--- src/rtl/fp_stack_regfile.sv ---
`timescale 1ns/1ps
module fp_stack_regfile #(
  parameter int DEPTH = 8,
  parameter int WIDTH = 80,
  localparam int PTR_W = $clog2(DEPTH)
) (
  input  logic             clk_i,
  input  logic             rst_i,
  input  logic [3:0]       op_i,
  input  logic [PTR_W-1:0] idx_i,
  input  logic [WIDTH-1:0] wdata_i,
  input  logic [PTR_W-1:0] rd_a_idx_i,
  output logic [WIDTH-1:0] rd_a_data_o,
  input  logic [PTR_W-1:0] rd_b_idx_i,
  output logic [WIDTH-1:0] rd_b_data_o,
  output logic [DEPTH-1:0] tag_o,
  output logic             overflow_o,
  output logic             underflow_o
);
  localparam logic [3:0] OP_PUSH  = 4'd1;
  localparam logic [3:0] OP_DUP   = 4'd2;
  localparam logic [3:0] OP_POP   = 4'd3;
  localparam logic [3:0] OP_WRITE = 4'd4;
  localparam logic [3:0] OP_WRPOP = 4'd5;
  localparam logic [3:0] OP_XCHG  = 4'd6;
  localparam logic [3:0] OP_FREE  = 4'd7;
  localparam logic [3:0] OP_INIT  = 4'd8;

  logic [WIDTH-1:0] mem_q [DEPTH];
  logic [DEPTH-1:0] tag_q;
  logic [PTR_W-1:0] top_q;
  logic [PTR_W-1:0] below, above, pa, xa, ra, rb;
  logic             fault;

  assign below = top_q - PTR_W'(1);
  assign above = top_q + PTR_W'(1);
  assign pa    = top_q + idx_i;
  assign xa    = top_q + ((idx_i == '0) ? PTR_W'(1) : idx_i);
  assign ra    = top_q + rd_a_idx_i;
  assign rb    = top_q + rd_b_idx_i;

  assign rd_a_data_o = mem_q[ra];
  assign rd_b_data_o = mem_q[rb];

  for (genvar g = 0; g < DEPTH; g++) begin : g_tag
    logic [PTR_W-1:0] phys;
    assign phys     = top_q + PTR_W'(g);
    assign tag_o[g] = tag_q[phys];
  end

  assign overflow_o = ((op_i == OP_PUSH) || (op_i == OP_DUP)) && tag_q[below];

  always_comb begin
    case (op_i)
      OP_DUP:           underflow_o = !tag_q[pa];
      OP_POP, OP_WRPOP: underflow_o = !tag_q[top_q];
      OP_XCHG:          underflow_o = !tag_q[top_q] || !tag_q[xa];
      default:          underflow_o = 1'b0;
    endcase
  end

  assign fault = overflow_o || underflow_o;

  always_ff @(posedge clk_i) begin
    if (rst_i) begin
      top_q <= '0;
      tag_q <= '0;
      for (int k = 0; k < DEPTH; k++) mem_q[k] <= '0;
    end else if (!fault) begin
      case (op_i)
        OP_PUSH: begin
          mem_q[below] <= wdata_i;
          tag_q[below] <= 1'b1;
          top_q        <= below;
        end
        OP_DUP: begin
          mem_q[below] <= mem_q[pa];
          tag_q[below] <= 1'b1;
          top_q        <= below;
        end
        OP_POP: begin
          tag_q[top_q] <= 1'b0;
          top_q        <= above;
        end
        OP_WRITE: begin
          mem_q[pa] <= wdata_i;
          tag_q[pa] <= 1'b1;
        end
        OP_WRPOP: begin
          mem_q[pa]    <= wdata_i;
          tag_q[pa]    <= 1'b1;
          tag_q[top_q] <= 1'b0;
          top_q        <= above;
        end
        OP_XCHG: begin
          mem_q[top_q] <= mem_q[xa];
          mem_q[xa]    <= mem_q[top_q];
        end
        OP_FREE: tag_q[pa] <= 1'b0;
        OP_INIT: begin
          tag_q <= '0;
          top_q <= '0;
        end
        default: ;
      endcase
    end
  end
endmodule

--- config.mk ---
export PLATFORM = sky130hd
export DESIGN_NAME = fp_stack_regfile
export DESIGN_NICKNAME = d
export VERILOG_FILES = /design/src/rtl/fp_stack_regfile.sv
export SDC_FILE = /design/constraint.sdc
export NUM_CORES = 2
export LEC_CHECK = 0
export BUFFER_PORTS_ARGS = -buffer_cell sky130_fd_sc_hd__clkbuf_2
export CORE_AREA = 2 2 359 361
export CTS_CLUSTER_SIZE = 40
export DETAILED_ROUTE_END_ITERATION = 16
export DIE_AREA = 0 0 361 363
export SYNTH_ARGS = -nofsm -noshare
export SYNTH_HDL_FRONTEND = slang
export SYNTH_SLANG_ARGS = --single-unit
--- constraint.sdc ---
create_clock -name clk_i -period 10.85 [get_ports clk_i]
set_input_delay 1.6275 -clock clk_i [delete_from_list [all_inputs] [get_ports clk_i]]
set_output_delay 1.6275 -clock clk_i [all_outputs]
set_load 0.02 [all_outputs]
* Word-level counts from Yosys, hierarchy flattened
Memories as Yosys holds them, arrays and structs flattened. A register that Yosys moved wholly into a read port is not among the register bits.
Cells that the tools add are included.
** Cells by class
- Add/sub/neg operators :: 12
- Multipliers :: 0
- Divide/modulo/power cells :: 0
- Magnitude comparators :: 14
- Eq/ne operators :: 8
- Shift operators :: 0
- Multiplexer cells :: 70
- Bitwise gates (word level) :: 10
- Reduce and logical (&&, ||, !) cells :: 21
** Operators with widths (number)
- $mux 80 :: 6
- $reduce_or 80->1 :: 4
- $pmux 8 s6 :: 1
- $lt 3x4->1 const B :: 11
- $mux 1 :: 40
- $bmux 1 s3 :: 11
- $and 8x8->8 :: 3
- $mux 3 :: 7
- $eq 4x3->1 const B :: 4
- $not 8->8 :: 2
- $or 8x8->8 :: 2
- $add 3x3->3 :: 4
- $add 3x3->3 const B :: 4
- $demux 1 s3 :: 3
- $ge 3x1->1 const B :: 3
- $pmux 3 s3 :: 1
- $eq 4x2->1 const B :: 2
- $add 3x2->3 const B :: 2
- $reduce_bool 6->1 :: 1
- $eq 4x1->1 const B :: 1
- $eq 4x4->1 const B :: 1
- $logic_and 1x1->1 :: 4
- $reduce_and 2->1 :: 2
- $reduce_or 2->1 :: 2
- other kinds (9) :: 14
** Storage, ports and cells
- Bits in registers :: 11
- Latch bits :: 0
- Memory bits (writable) :: 640
- Bits in read-only memories :: 0
- Bits of input ports :: 95
- Output and inout port bits :: 170
- Logic and storage cells :: 138
- Memories :: 1
** Memories
- mem_q :: words 8, bits a word 80, rd ports 5, clocked after memory_dff 1, write ports 8, line 29 : logic [WIDTH-1:0] mem_q [DEPTH];

* Logic depth before layout (Yosys ltp)
- Word-level depth :: 17
- Mapped depth :: 16
- Mapped depth without buffers :: 11

* Worst setup path before layout
No wires, ideal clock.
- Path type :: input-to-reg
- From :: in idx_i[2]
- To :: mem mem_q[1][0], enable pin
- Setup time :: 0.540 ns
- Arrival :: 8.295 ns
- Required time :: 10.310 ns
- Slack :: 2.015 ns
- Stages on the path :: 13
- Path buffers :: 3
- Cell sequence :: buf_2 > o21bai_1 > ha_1 > inv_1 > fa_1 > clkbuf_1 > mux4_2 > and2_1 > a211oi_1 > nor3_1 > or4_1 > clkbuf_1 > o211ai_1
** RTL lines
- start: declaration :: line 10 : input logic [PTR_W-1:0] idx_i,
- end: declaration :: line 29

==> impl_metrics.ini <==
[floorplanning]
fp.dieArea_um2 = 131000
die_y_um = 363
start_util = 0.398
core_area_um2 = 127000
placement_rows = 131
dieWidth_um = 361
ports = 265

[power_and_ir_drop]
power_density_nw_per_um2 = 179
leakage_nw = 18.5
p_int_mw = 6.13
power.share.sequential = 0.314
switching_power_mw = 3.86
p_sw_frac = 0.386
share_clk_of_total_power = 0.258
comb_power_share = 0.428
peakVddDrop_mv = 0.132

[global_route]
grt_overflow = 0
grt_pass1_vias = 41800
grt_pass1_wl_mm = 303
number_of_antenna_violations_at_the_first_check_in_global_routing = 9
largest_net_degree_at_the_start_of_global_routing = 128
grt_use_total = 0.315

[routing]
vias_per_cell = 7.83
routed-via-count = 43200
routedWlPerCell_um = 38.3
route.antenna.remaining_nets = 0
first_pass_iters = 6
initialDrtViolationCount = 7336
detail_route.wirelength_mm = 211
post-route-drc-count = 0

[sta]
finalSetupViolations = 0
hold_slack_ns = 0.619
period_share = 0.719
max_slew.worst_pin.slew_ns = 1.29
worst_clock_skew_ns = 0.0276
setup_tns_ns = 0
slew-limit-headroom = 0.140
number_of_failing_hold_endpoints_at_the_final_stage = 0
finalCriticalPeriod_ns = 7.80
grt_setup_unrepaired = no
finalWorstSetupSlack_ns = 3.05
finalMaxSlewViolations = 0
max_freq_mhz = 128

[place]
place_inst = 5385
placement.setup.worst_slack_ns = 2.64
place.gp.congestion = 0.888
port-buffer-count = 264
post-dp-hpwl_mm = 118

[min_path]
type_of_the_worst_min_delay_path = flip-flop to flip-flop

[critical_path]
worstSetupPathType = primary input to flip-flop
crit_path_end_kind = flip-flop
worst_setup_path_start_kind = primary input
crit_required_ns = 11.32
cp_max_fo = 48
crit_arrival_ns = 8.26

[synth]
synthArstFlopShare = 0
netlist.top_cell.by_area = sky130_fd_sc_hd__edfxtp_1
post-synth-top-area-fraction = 0.380
synth_flop_cell = sky130_fd_sc_hd__edfxtp_1
synth_nets = 3931
ys_seq_area_frac = 0.385
syn_area_um2 = 50600
postSynthAreaPerCell_um2 = 13.2
synth_seq_cells = 654
synthDistinctLibCells = 73
synth_cells = 3821
synth_edf_count = 640
top_post_synthesis_cells_by_area = sky130_fd_sc_hd__edfxtp_1, sky130_fd_sc_hd__mux4_2, sky130_fd_sc_hd__o22ai_1
ys.warnings.count = 0

[cts]
tritoncts_clock_tree = built
post_cts_resized = 0
clock_path_buffers = 3
cts_setup_buffers = 0
htree_num_levels = 3
numCtsBuffers = 74
hold_fix_buffers_cts = 0
cts_num_sinks = 654
worst_skew_pair.late_latency_ns = 0.66
clock_tree.root_cell = sky130_fd_sc_hd__clkbuf_16
worst_setup_hold_path_clk_slew_ns = 0.06

[layout]
area_growth_syn_to_layout_pct = 10.2
drive_above_1_share = 0.359
finalNonFillerCells = 5521
nets = 3909

[run_status]
outcome = completed

[job]
reported_max_cap_violation_count = 0
==> layout by cell type, fill, tap and decap left out, types with 11 or more instances in the layout <==
master,netlist,final
sky130_fd_sc_hd__o41ai_1,22,22
sky130_fd_sc_hd__dfxtp_1,14,11
sky130_fd_sc_hd__nor3_1,36,36
sky130_fd_sc_hd__a311oi_1,13,13
sky130_fd_sc_hd__clkinv_1,2,18
sky130_fd_sc_hd__a32o_1,12,12
sky130_fd_sc_hd__mux4_2,684,684
sky130_fd_sc_hd__a31oi_1,13,13
sky130_fd_sc_hd__a21oi_1,62,62
sky130_fd_sc_hd__clkbuf_2,0,264
sky130_fd_sc_hd__edfxtp_1,640,640
sky130_fd_sc_hd__clkbuf_16,0,76
sky130_fd_sc_hd__o21ai_0,71,71
sky130_fd_sc_hd__mux2i_1,210,210
sky130_fd_sc_hd__buf_4,0,82
sky130_fd_sc_hd__o21ai_1,51,51
sky130_fd_sc_hd__o22ai_1,818,818
sky130_fd_sc_hd__clkinv_2,0,14
sky130_fd_sc_hd__inv_1,13,13
sky130_fd_sc_hd__nand3_1,29,17
sky130_fd_sc_hd__nor2_1,69,67
sky130_fd_sc_hd__nand2_1,230,222
sky130_fd_sc_hd__or3_1,17,15
sky130_fd_sc_hd__mux2_2,185,185
sky130_fd_sc_hd__or4_1,28,24
sky130_fd_sc_hd__nand3_4,0,12
sky130_fd_sc_hd__clkbuf_1,320,14
==> routing by layer <==
metal,track usage,routed length (um)
met1,0.406,72100
met2,0.472,93200
met3,0.104,32700
met4,0.166,13200
met5,0,133
==> cell families after synthesis <==
kind of cell | Yosys count | synth area share
AND/OR/NAND/NOR | 451 | 0.0410
buffers and inverters | 468 | 0.0361
adder cells (fa/ha/maj) | 15 | 0.00430
multiplexers | 1081 | 0.388
AO/OA/AOI/OAI | 1138 | 0.142
XOR/XNOR | 14 | 0.00329
flip-flops | 654 | 0.385
==> flip-flops by register name (all words and copies together), names as in the netlist, named ones only <==
register	count
mem_q	640
tag_q	8
top_q	3
==> synthesized netlist by cell type (29+ instances only) <==
master / instances
sky130_fd_sc_hd__a21oi_1: 62
sky130_fd_sc_hd__nor3_1: 36
sky130_fd_sc_hd__mux4_2: 684
sky130_fd_sc_hd__mux2i_1: 210
sky130_fd_sc_hd__buf_2: 56
sky130_fd_sc_hd__buf_1: 75
sky130_fd_sc_hd__clkbuf_1: 320
sky130_fd_sc_hd__o21ai_0: 71
sky130_fd_sc_hd__edfxtp_1: 640
sky130_fd_sc_hd__mux2_2: 185
sky130_fd_sc_hd__nand2_1: 230
sky130_fd_sc_hd__nand3_1: 29
sky130_fd_sc_hd__o22ai_1: 818
sky130_fd_sc_hd__nor2_1: 69
sky130_fd_sc_hd__o21ai_1: 51
==> power by group through the flow <==
stage / sequential [mW] / combinational, mW / clock [mW]
floorplan: 3.09 / 2.88 / 0
global placement: 3.16 / 4.15 / 0
detailed placement: 3.17 / 4.17 / 0
CTS: 3.12 / 4.19 / 2.57
global route: 3.15 / 4.42 / 2.66
finish: 3.13 / 4.28 / 2.58
==> area by class of cell <==
type                    count  area, um2
repair buffers            353       2080
clock inverters            45        438
flip-flops and latches    654      19500
diodes                      1       2.50
multi-input cells        2699      29600
inverters                  17       63.8
fillers                 11400      71300
well taps                1662       2080
clock buffers              90       1950
==> critical path, stage by stage <==
cell and delay, ns:
sky130_fd_sc_hd__clkbuf_2 0.19, sky130_fd_sc_hd__o21bai_1 0.36, sky130_fd_sc_hd__ha_1 0.22, sky130_fd_sc_hd__inv_1 0.07
sky130_fd_sc_hd__fa_4 0.76, sky130_fd_sc_hd__buf_4 0.93, sky130_fd_sc_hd__mux2i_1 0.23, sky130_fd_sc_hd__a211oi_1 0.51
sky130_fd_sc_hd__or3_1 0.45, sky130_fd_sc_hd__or3_4 0.63, sky130_fd_sc_hd__nand4_1 1.07, sky130_fd_sc_hd__buf_4 0.82
sky130_fd_sc_hd__o22ai_1 0.33
==> final timing paths <==
check	from	to	slack [ns]	depth (start not counted)
min reg2reg	tag_q[0]$_SDFFE_PP0P_	tag_q[0]$_SDFFE_PP0P_	0.62	2
max reg2reg	top_q[0]$_SDFFE_PP0P_	mem_q[1][31]$_DFFE_PP_	4.15	11
max	idx_i[2]	mem_q[1][31]$_DFFE_PP_	3.05	13
min	tag_q[0]$_SDFFE_PP0P_	tag_q[0]$_SDFFE_PP0P_	0.62	2
==> per-stage QoR <==
stage / power, mW / cell area (um2) / utilization
6_report: 9.99 / 55800 / 0.439
5_1_grt: 10.2 / 55800 / 0.439
4_1_cts: 9.88 / 55800 / 0.439
3_5_place_dp: 7.35 / 53400 / 0.420
3_3_place_gp: 7.31 / 53400 / 0.420
2_1_floorplan: 5.97 / 50600 / -
Power figures use the tool's default switching activity.
